$ cat config.mk
export PLATFORM = sky130hd
export DESIGN_NAME = sw_watchdog
export DESIGN_NICKNAME = d
export VERILOG_FILES = /design/src/rtl/wdg_pkg.sv /design/src/rtl/wdg_cfg.sv /design/src/rtl/wdg_svc.sv /design/src/rtl/wdg_cnt.sv /design/src/rtl/sw_watchdog.sv
export SDC_FILE = /design/constraint.sdc
export NUM_CORES = 1
export LEC_CHECK = 0
export BUFFER_PORTS_ARGS = -buffer_cell sky130_fd_sc_hd__buf_2
export CORE_MARGIN = 2
export CORE_UTILIZATION = 39
export DETAILED_ROUTE_END_ITERATION = 16
export PLACE_DENSITY = 0.65
export REMOVE_ABC_BUFFERS = 1
export SLEW_MARGIN = 20
export SYNTH_ARGS = -nofsm -noshare
export SYNTH_HDL_FRONTEND = slang
export SYNTH_SLANG_ARGS = --single-unit
$ cat constraint.sdc
create_clock -name clk -period 3.8 [get_ports clk]
set_input_delay 0.19 -clock clk [delete_from_list [all_inputs] [get_ports clk]]
set_output_delay 0.19 -clock clk [all_outputs]
set_load 0.05 [all_outputs]
$ cat src/rtl/wdg_pkg.sv
package wdg_pkg;

    typedef struct packed {
        logic [2:0] sel;
        logic       act_rst;
        logic       en;
    } wdg_cfg_t;

    localparam wdg_cfg_t CFG_RESET = '{sel: 3'd7, act_rst: 1'b1, en: 1'b1};

    localparam logic       ADDR_CTRL = 1'b0;
    localparam logic       ADDR_SVC  = 1'b1;
    localparam logic [7:0] SVC_ARM   = 8'h55;
    localparam logic [7:0] SVC_FIRE  = 8'hAA;

endpackage

$ cat src/rtl/wdg_cfg.sv
module wdg_cfg
    import wdg_pkg::*;
(
    input  logic       clk,
    input  logic       rst_n,
    input  logic       wr_i,
    input  logic [4:0] wdata_i,
    output wdg_cfg_t   cfg_o,
    output logic       locked_o,
    output logic       accept_o
);
    typedef struct packed {
        wdg_cfg_t cfg;
        logic     locked;
    } cfg_st_t;

    cfg_st_t st_q, st_d;

    always_comb begin
        st_d     = st_q;
        accept_o = wr_i && !st_q.locked;
        if (accept_o) begin
            st_d.cfg    = wdg_cfg_t'(wdata_i);
            st_d.locked = 1'b1;
        end
    end

    always_ff @(posedge clk) begin
        if (!rst_n) st_q <= '{cfg: CFG_RESET, locked: 1'b0};
        else        st_q <= st_d;
    end

    assign cfg_o    = st_q.cfg;
    assign locked_o = st_q.locked;

    AST_LOCK_HOLD: assert property (@(posedge clk) disable iff (!rst_n)
        st_q.locked |=> (st_q.locked && $stable(st_q.cfg)));

endmodule

$ cat src/rtl/wdg_svc.sv
module wdg_svc
    import wdg_pkg::*;
(
    input  logic       clk,
    input  logic       rst_n,
    input  logic       wr_i,
    input  logic [7:0] wdata_i,
    output logic       done_o
);
    typedef struct packed {
        logic armed;
    } svc_st_t;

    svc_st_t st_q, st_d;

    always_comb begin
        st_d   = st_q;
        done_o = 1'b0;
        if (wr_i) begin
            if (wdata_i == SVC_ARM) begin
                st_d.armed = 1'b1;
            end else if (st_q.armed && wdata_i == SVC_FIRE) begin
                done_o     = 1'b1;
                st_d.armed = 1'b0;
            end else begin
                st_d.armed = 1'b0;
            end
        end
    end

    always_ff @(posedge clk) begin
        if (!rst_n) st_q <= '{armed: 1'b0};
        else        st_q <= st_d;
    end

    AST_SVC_DISARM: assert property (@(posedge clk) disable iff (!rst_n)
        done_o |=> !st_q.armed);

endmodule

$ cat src/rtl/wdg_cnt.sv
module wdg_cnt #(
    parameter int PRESCALE  = 4,
    parameter int BASE_LOG2 = 4,
    parameter logic [2:0] RST_SEL = 3'd7
) (
    input  logic       clk,
    input  logic       rst_n,
    input  logic       run_i,
    input  logic       reload_i,
    input  logic [2:0] reload_sel_i,
    input  logic [2:0] sel_i,
    output logic       expire_o
);
    localparam int CNT_W = BASE_LOG2 + 8;
    localparam int PRE_W = (PRESCALE > 1) ? $clog2(PRESCALE) : 1;
    localparam logic [PRE_W-1:0] PRE_LAST = PRE_W'(PRESCALE - 1);

    typedef struct packed {
        logic [PRE_W-1:0] pre;
        logic [CNT_W-1:0] cnt;
    } cnt_st_t;

    cnt_st_t st_q, st_d;
    logic    tick;

    function automatic logic [CNT_W-1:0] period_of(input logic [2:0] s);
        period_of = CNT_W'(1) << (BASE_LOG2 + 32'(s));
    endfunction

    always_comb begin
        st_d     = st_q;
        expire_o = 1'b0;
        tick     = run_i && (st_q.pre == PRE_LAST);
        if (reload_i) begin
            st_d.pre = '0;
            st_d.cnt = period_of(reload_sel_i);
        end else if (run_i) begin
            st_d.pre = tick ? '0 : st_q.pre + 1'b1;
            if (tick) begin
                if (st_q.cnt == CNT_W'(1)) begin
                    expire_o = 1'b1;
                    st_d.cnt = period_of(sel_i);
                end else begin
                    st_d.cnt = st_q.cnt - 1'b1;
                end
            end
        end
    end

    always_ff @(posedge clk) begin
        if (!rst_n) st_q <= '{pre: '0, cnt: period_of(RST_SEL)};
        else        st_q <= st_d;
    end

    AST_HALT_STABLE: assert property (@(posedge clk) disable iff (!rst_n)
        (!run_i && !reload_i) |=> ($stable(st_q.cnt) && $stable(st_q.pre)));
    AST_CNT_NONZERO: assert property (@(posedge clk) disable iff (!rst_n)
        st_q.cnt != '0);

endmodule

$ cat src/rtl/sw_watchdog.sv
module sw_watchdog
    import wdg_pkg::*;
#(
    parameter int PRESCALE  = 4,
    parameter int BASE_LOG2 = 4
) (
    input  logic       clk,
    input  logic       rst_n,
    input  logic       bus_cs,
    input  logic       bus_we,
    input  logic       bus_addr,
    input  logic [7:0] bus_wdata,
    output logic [7:0] bus_rdata,
    input  logic       freeze,
    input  logic       frz_run,
    input  logic       irq_clr,
    output logic       rst_req,
    output logic       irq_req
);
    typedef struct packed {
        logic rst;
        logic irq;
    } out_st_t;

    out_st_t  st_q, st_d;
    wdg_cfg_t cfg;
    logic     locked, cfg_accept, svc_done, expire, run, reload;
    logic     ctrl_wr, svc_wr;
    logic [2:0] reload_sel;

    assign ctrl_wr = bus_cs && bus_we && (bus_addr == ADDR_CTRL);
    assign svc_wr  = bus_cs && bus_we && (bus_addr == ADDR_SVC);

    wdg_cfg u_cfg (
        .clk(clk), .rst_n(rst_n), .wr_i(ctrl_wr), .wdata_i(bus_wdata[4:0]),
        .cfg_o(cfg), .locked_o(locked), .accept_o(cfg_accept)
    );

    wdg_svc u_svc (
        .clk(clk), .rst_n(rst_n), .wr_i(svc_wr), .wdata_i(bus_wdata),
        .done_o(svc_done)
    );

    assign run        = cfg.en && !(freeze && !frz_run);
    assign reload     = cfg_accept || svc_done;
    assign reload_sel = cfg_accept ? bus_wdata[4:2] : cfg.sel;

    wdg_cnt #(.PRESCALE(PRESCALE), .BASE_LOG2(BASE_LOG2), .RST_SEL(CFG_RESET.sel)) u_cnt (
        .clk(clk), .rst_n(rst_n), .run_i(run), .reload_i(reload),
        .reload_sel_i(reload_sel), .sel_i(cfg.sel), .expire_o(expire)
    );

    always_comb begin
        st_d     = st_q;
        st_d.rst = expire && cfg.act_rst;
        st_d.irq = (expire && !cfg.act_rst) || (st_q.irq && !irq_clr);
    end

    always_ff @(posedge clk) begin
        if (!rst_n) st_q <= '0;
        else        st_q <= st_d;
    end

    assign rst_req   = st_q.rst;
    assign irq_req   = st_q.irq;
    assign bus_rdata = (bus_addr == ADDR_CTRL) ? {locked, 2'b00, cfg} : 8'h00;

    AST_RST_PULSE: assert property (@(posedge clk) disable iff (!rst_n)
        rst_req |=> !rst_req);
    AST_IRQ_HOLD: assert property (@(posedge clk) disable iff (!rst_n)
        (irq_req && !irq_clr) |=> irq_req);
    AST_OFF_QUIET: assert property (@(posedge clk) disable iff (!rst_n)
        (!cfg.en && !irq_req) |=> !(rst_req || irq_req));

endmodule

## Word-level counts from Yosys, hierarchy flattened

Cells that the tools add are included.

- Bitwise gates (word level): 2
- Order comparisons: 0
- Reductions and logical operators: 22
- Muxes and demuxes: 15
- Add/subtract/negate cells: 4
- Eq/ne operators: 4
- Shifts and indexed selects: 2
- Multipliers: 0
- Divide/modulo/power cells: 0

Operators by type and width:

| cell | count |
|---|---|
| 1-bit by 32-bit left shift with 12-bit output, first input constant | 2 |
| 12-bit 2-to-1 mux | 4 |
| 12-bit by 1-bit equality test with 1-bit output, second input constant | 1 |
| 12-bit by 1-bit subtractor with 12-bit output, second input constant | 1 |
| 1-bit logical AND | 11 |
| 3-bit by 3-bit adder with 4-bit output, first input constant | 2 |
| 8-bit by 7-bit equality test with 1-bit output, second input constant | 1 |
| 8-bit equality test, second input constant | 1 |
| 1-bit 2-to-1 mux | 8 |
| 8-bit 2-to-1 mux | 1 |
| 1-bit zero test | 5 |
| 2-bit nonzero test | 2 |
| 3-bit 2-to-1 mux | 1 |
| 2-bit by 1-bit adder with 2-bit output, second input constant | 1 |
| 2-bit equality test, second input constant | 1 |
| 1-bit logical OR | 2 |
| 2-bit 2-to-1 mux | 1 |
| 1-bit NOT | 2 |
| 2-bit AND reduction | 1 |
| 2-bit OR reduction | 1 |

- Output and inout port bits: 10
- Bits of input ports: 16
- Memory bits (read-only): 0
- Memory bits (writable): 0
- Word-level logic and storage cells: 58
- Latch bits: 0
- Flip-flop bits (word level): 23
- Memories kept: 0

## Longest topological paths before layout

- Depth after elaboration: 10
- Gate-level depth with buffers: 8
- Depth with buffers taken out: 7

## By module

From an unflattened synthesis, not the netlist that was laid out.

- Cells, all modules: 194
- Area, all modules: 1675.4 um^2

By module, submodules not included:

| module | times used | sequential area each (um^2) | cells each | area each (um^2) |
|---|---|---|---|---|
| wdg_cnt | 1 | 280.3 | 138 | 1117.3 |
| wdg_cfg | 1 | 120.1 | 24 | 271.5 |
| sw_watchdog | 1 | 40.0 | 24 | 187.7 |
| wdg_svc | 1 | 20.0 | 8 | 98.8 |

## Least setup slack after synthesis

Ideal clock, no wire load.

- Path kind: register -> register
- From: register u_cnt.st_q[0] (netlist bit)
- To: register u_cnt.st_q[10] (netlist bit)
- Stages on the path, launching flop included: 9
- Setup time: 0.122 ns
- Clock period less this slack: 1.900 ns
- Data required time: 3.678 ns
- Buffers on the path: 1
- Data arrival time: 1.778 ns
- Slack: 1.900 ns
- Path through: dfxtp_1 -> inv_1 -> ha_1 -> or3b_2 -> clkbuf_1 -> nor4_4 -> xnor2_1 -> nor2_1 -> o32a_1

- Longest elaborated chain between the ends: 5
- Elaborated cells on any way between the ends: 6
- Those cells by class: 1 x add/sub; 1 x eq/ne; 4 x mux

Ends and longest elaborated chain:

| what | line | RTL |
|---|---|---|
| start, declared | wdg_cnt.sv:23 | `cnt_st_t st_q, st_d;` |
| start signal, assigned | wdg_cnt.sv:51 | `if (!rst_n) st_q <= '{pre: '0, cnt: period_of(RST_SEL)};` |
| start signal, assigned | wdg_cnt.sv:52 | `else st_q <= st_d;` |
| 12-bit by 1-bit subtractor with 12-bit output / 12-bit by 1-bit equality test with 1-bit output (equally long branches) | wdg_cnt.sv:44, wdg_cnt.sv:40 |  |
| 12-bit 2-to-1 mux * | wdg_cnt.sv:40 | `if (st_q.cnt == CNT_W'(1)) begin` |
| 12-bit 2-to-1 mux * | wdg_cnt.sv:39 | `if (tick) begin` |
| 12-bit 2-to-1 mux * | wdg_cnt.sv:37 | `end else if (run_i) begin` |
| 12-bit 2-to-1 mux * | wdg_cnt.sv:34 | `if (reload_i) begin` |

Mark *: on every way between the ends. The rest lies on a longest branch, timed or not. The select of a mux whose other input is x is not followed.
A chain may end at the register's enable or synchronous reset.

## Worst setup path in the final report

- From: register u_cnt.st_q[0] (netlist bit)
- To: register u_cnt.st_q[6] (netlist bit)

Same word-level chain as after synthesis.

==> flow_metrics.env <==
export IMPL_status="completed"
export IMPL_nNetsFinal=224
export IMPL_hold_class="in2reg"
export IMPL_postCtsResizedCells=0
export IMPL_grt_overflow_total=0
export IMPL_hpwl_um=2540
export IMPL_switchingPower_uw=170
export IMPL_drt_iter0_drc=109
export IMPL_grtUsageTotal_pct=17.5
export IMPL_cts_max_path_buffers=2
export IMPL_finalSetupTns_ns=0
export IMPL_critical_path_cell_chain="ha_1, nor4b_2, and3_1, o311ai_0, o31ai_1, o31ai_1"
export IMPL_path_class="reg2reg"
export IMPL_whs_ns=0.167
export IMPL_cp_slowest_cell="and3_1"
export IMPL_cts_htree_levels=1
export IMPL_clock_sinks=23
export IMPL_final_area_sq_um=1670
export IMPL_rsz0062_at_grt="false"
export IMPL_hold_viol=0
export IMPL_antenna_found_initial=0
export IMPL_fmax_mhz=475
export IMPL_area_growth_pct=10.7
export IMPL_slowest_delay_ns=0.51
export IMPL_final_min_clock_period_ns=2.10
export IMPL_initial_core_util_pct=40.8
export IMPL_cts_root_buf="clkbuf_8"
export IMPL_fp_dieArea_sq_um=4370
export IMPL_finalCritPeriodShare_pct=55.4
export IMPL_cts_inserted_buffers=3
export IMPL_via_per_inst=5.79
export IMPL_clkTransAtPathRegs_ns=0.08
export IMPL_power_frac_comb_pct=22.1
export IMPL_ys_seq_area_share_pct=30.6
export IMPL_critPathTopFamily="simple AND/OR/NAND/NOR gates"
export IMPL_cts_tree="yes"
export IMPL_synth_avg_cell_area_sq_um=7.96
export IMPL_yosysUniqueCellTypes=55
export IMPL_ctsHoldBuffers=0
export IMPL_drv_slew=0
export IMPL_yosys_warnings=0
export IMPL_synthFlopType="dfxtp_1"
export IMPL_grt_pass1_vias=1293
export IMPL_maxCapViolCount=0
export IMPL_synth_edf_count=0
export IMPL_leakagePower_uw=0.000654
export IMPL_vdd_drop_max_uv=122
export IMPL_finClkSkew_ns=0.00187
export IMPL_core_area_sq_um=3690
export IMPL_cts_setup_buffers=0
export IMPL_vias=1458
export IMPL_grt_max_degree=18
export IMPL_start_kind="register"
export IMPL_drive_above_1_share_pct=17.6
export IMPL_die_w_um=66.1
export IMPL_dieHeight_um=66.1
export IMPL_p_clk_share_pct=29.1
export IMPL_diodes=0
export IMPL_power_density_nw_per_um2=325
export IMPL_drtPass1Iterations=4
export IMPL_endpoint_kind="register"
export IMPL_syn_cell_area_sq_um=1500
export IMPL_syn_inst=189
export IMPL_p_int_uw=371
export IMPL_drcViolationCount=0
export IMPL_rows=22
export IMPL_worst_pin_slew_ns=0.690
export IMPL_crit_top_cell="o31ai_1"
export IMPL_io_pin_count=26
export IMPL_cp_required_ns=3.96
export IMPL_ant_nets=0
export IMPL_most_common_layout_cells="buf_2, dfxtp_1, nand2_1, nor2_1, nand3_1"
export IMPL_portBuffers=23
export IMPL_synth_top_area_share_pct=30.6
export IMPL_p_sw_share_pct=31.4
export IMPL_grt_pass1_wl_um=5970
export IMPL_post_drt_wl_per_cell_um=14.1
export IMPL_dpl_instance_area_sq_um=1620
export IMPL_setup_viol=0
export IMPL_crit_fanout=12
export IMPL_routed_wl_um=3560
export IMPL_clk_latency_ns=0.27
export IMPL_p_seq_share_pct=48.7
export IMPL_slew_headroom_pct=54.0
export IMPL_timing_critical_path_buf_inv=0
export IMPL_synthArstFlopShare_pct=0
export IMPL_synthTopCellsByArea="dfxtp_1, nand2_1, nand3_1"
export IMPL_synth_seq_cells=23
export IMPL_place_congestion=0.856
export IMPL_crit_arrival_ns=2.26
export IMPL_yosys_area_top_type="dfxtp_1"
[area by class of cell]
class	instances	area (sq um)
clock inverters	1	5.00
repair buffers	24	123
fillers	375	2020
clock buffers	3	41.3
flip-flops and latches	23	460
multi-input cells	148	957
well taps	48	60.1
inverters	5	18.8
[cell usage after synthesis (3+ instances only)]
cell type,count
a22oi_1,3
nor2b_1,8
buf_2,3
inv_1,5
o311ai_0,3
nand2b_1,3
o21ai_0,6
dfxtp_1,23
clkbuf_1,8
nand2_1,20
o31ai_1,4
ha_1,3
nor4_1,6
mux2i_1,4
nor3_1,8
and3_1,3
or3_1,3
nand3_1,11
nor2_1,14
a21oi_1,9
[final timing paths]
| path | start | endpoint | slack, ns | cells after the start |
|---|---|---|---|---|
| setup / recovery | u_cnt.st_q[0] | u_cnt.st_q[6] | 1.70 | 6 |
| hold / removal | bus_wdata[1] | u_cfg.cfg_o[1] | 0.17 | 3 |
| setup reg to reg | u_cnt.st_q[0] | u_cnt.st_q[6] | 1.70 | 6 |
| hold reg to reg | u_cnt.st_q[13] | u_cnt.st_q[13] | 0.47 | 2 |
[per-layer routing]
metal	track usage, %	wire length [um]
met1	25.5	1830
met2	25.3	1520
met3	2.21	132
met4	7.91	76
met5	0	0
[worst min-delay path: stages]
cell and delay (ns):
buf_2 0.10, nand2_1 0.05, nand3_1 0.07
[stage by stage]
stage | setup slack (ns) | power, uW | utilization, % | cells
floorplan | 1.74 | 354 | - | 176
global placement | 1.77 | 389 | 43.9 | 248
detailed placement | 1.75 | 389 | 43.9 | 248
CTS | 1.73 | 548 | 45.1 | 252
global route | 1.55 | 574 | 45.1 | 252
finish | 1.70 | 541 | 45.1 | 252
[flip-flops by register name, indices dropped and copies added (netlist names)]
register        cells
rst_req             1
u_cfg.cfg_o         5
u_cfg.locked_o      1
u_cnt.st_q         14
u_svc.st_q          1
irq_req             1
[power groups by stage]
stage / Combinational (uW) / Clock, uW / Sequential, uW
2_1_floorplan: 88.3 / 0 / 265
6_report: 120 / 158 / 264
3_3_place_gp: 119 / 0 / 269
3_5_place_dp: 119 / 0 / 270
4_1_cts: 120 / 165 / 264
5_1_grt: 132 / 176 / 266
[kinds of logic after synthesis]
kind of cell               synth area share (%)
adders and majority gates                  2.50
AOI/OAI and AO/OA                          19.5
buffers and inverters                      5.99
other                                     0.249
xor gates and xnor gates                  0.582
and+or+nand+nor                            37.2
muxes                                      3.41
DFF                                        30.6
(Power assumes the default switching activity.)
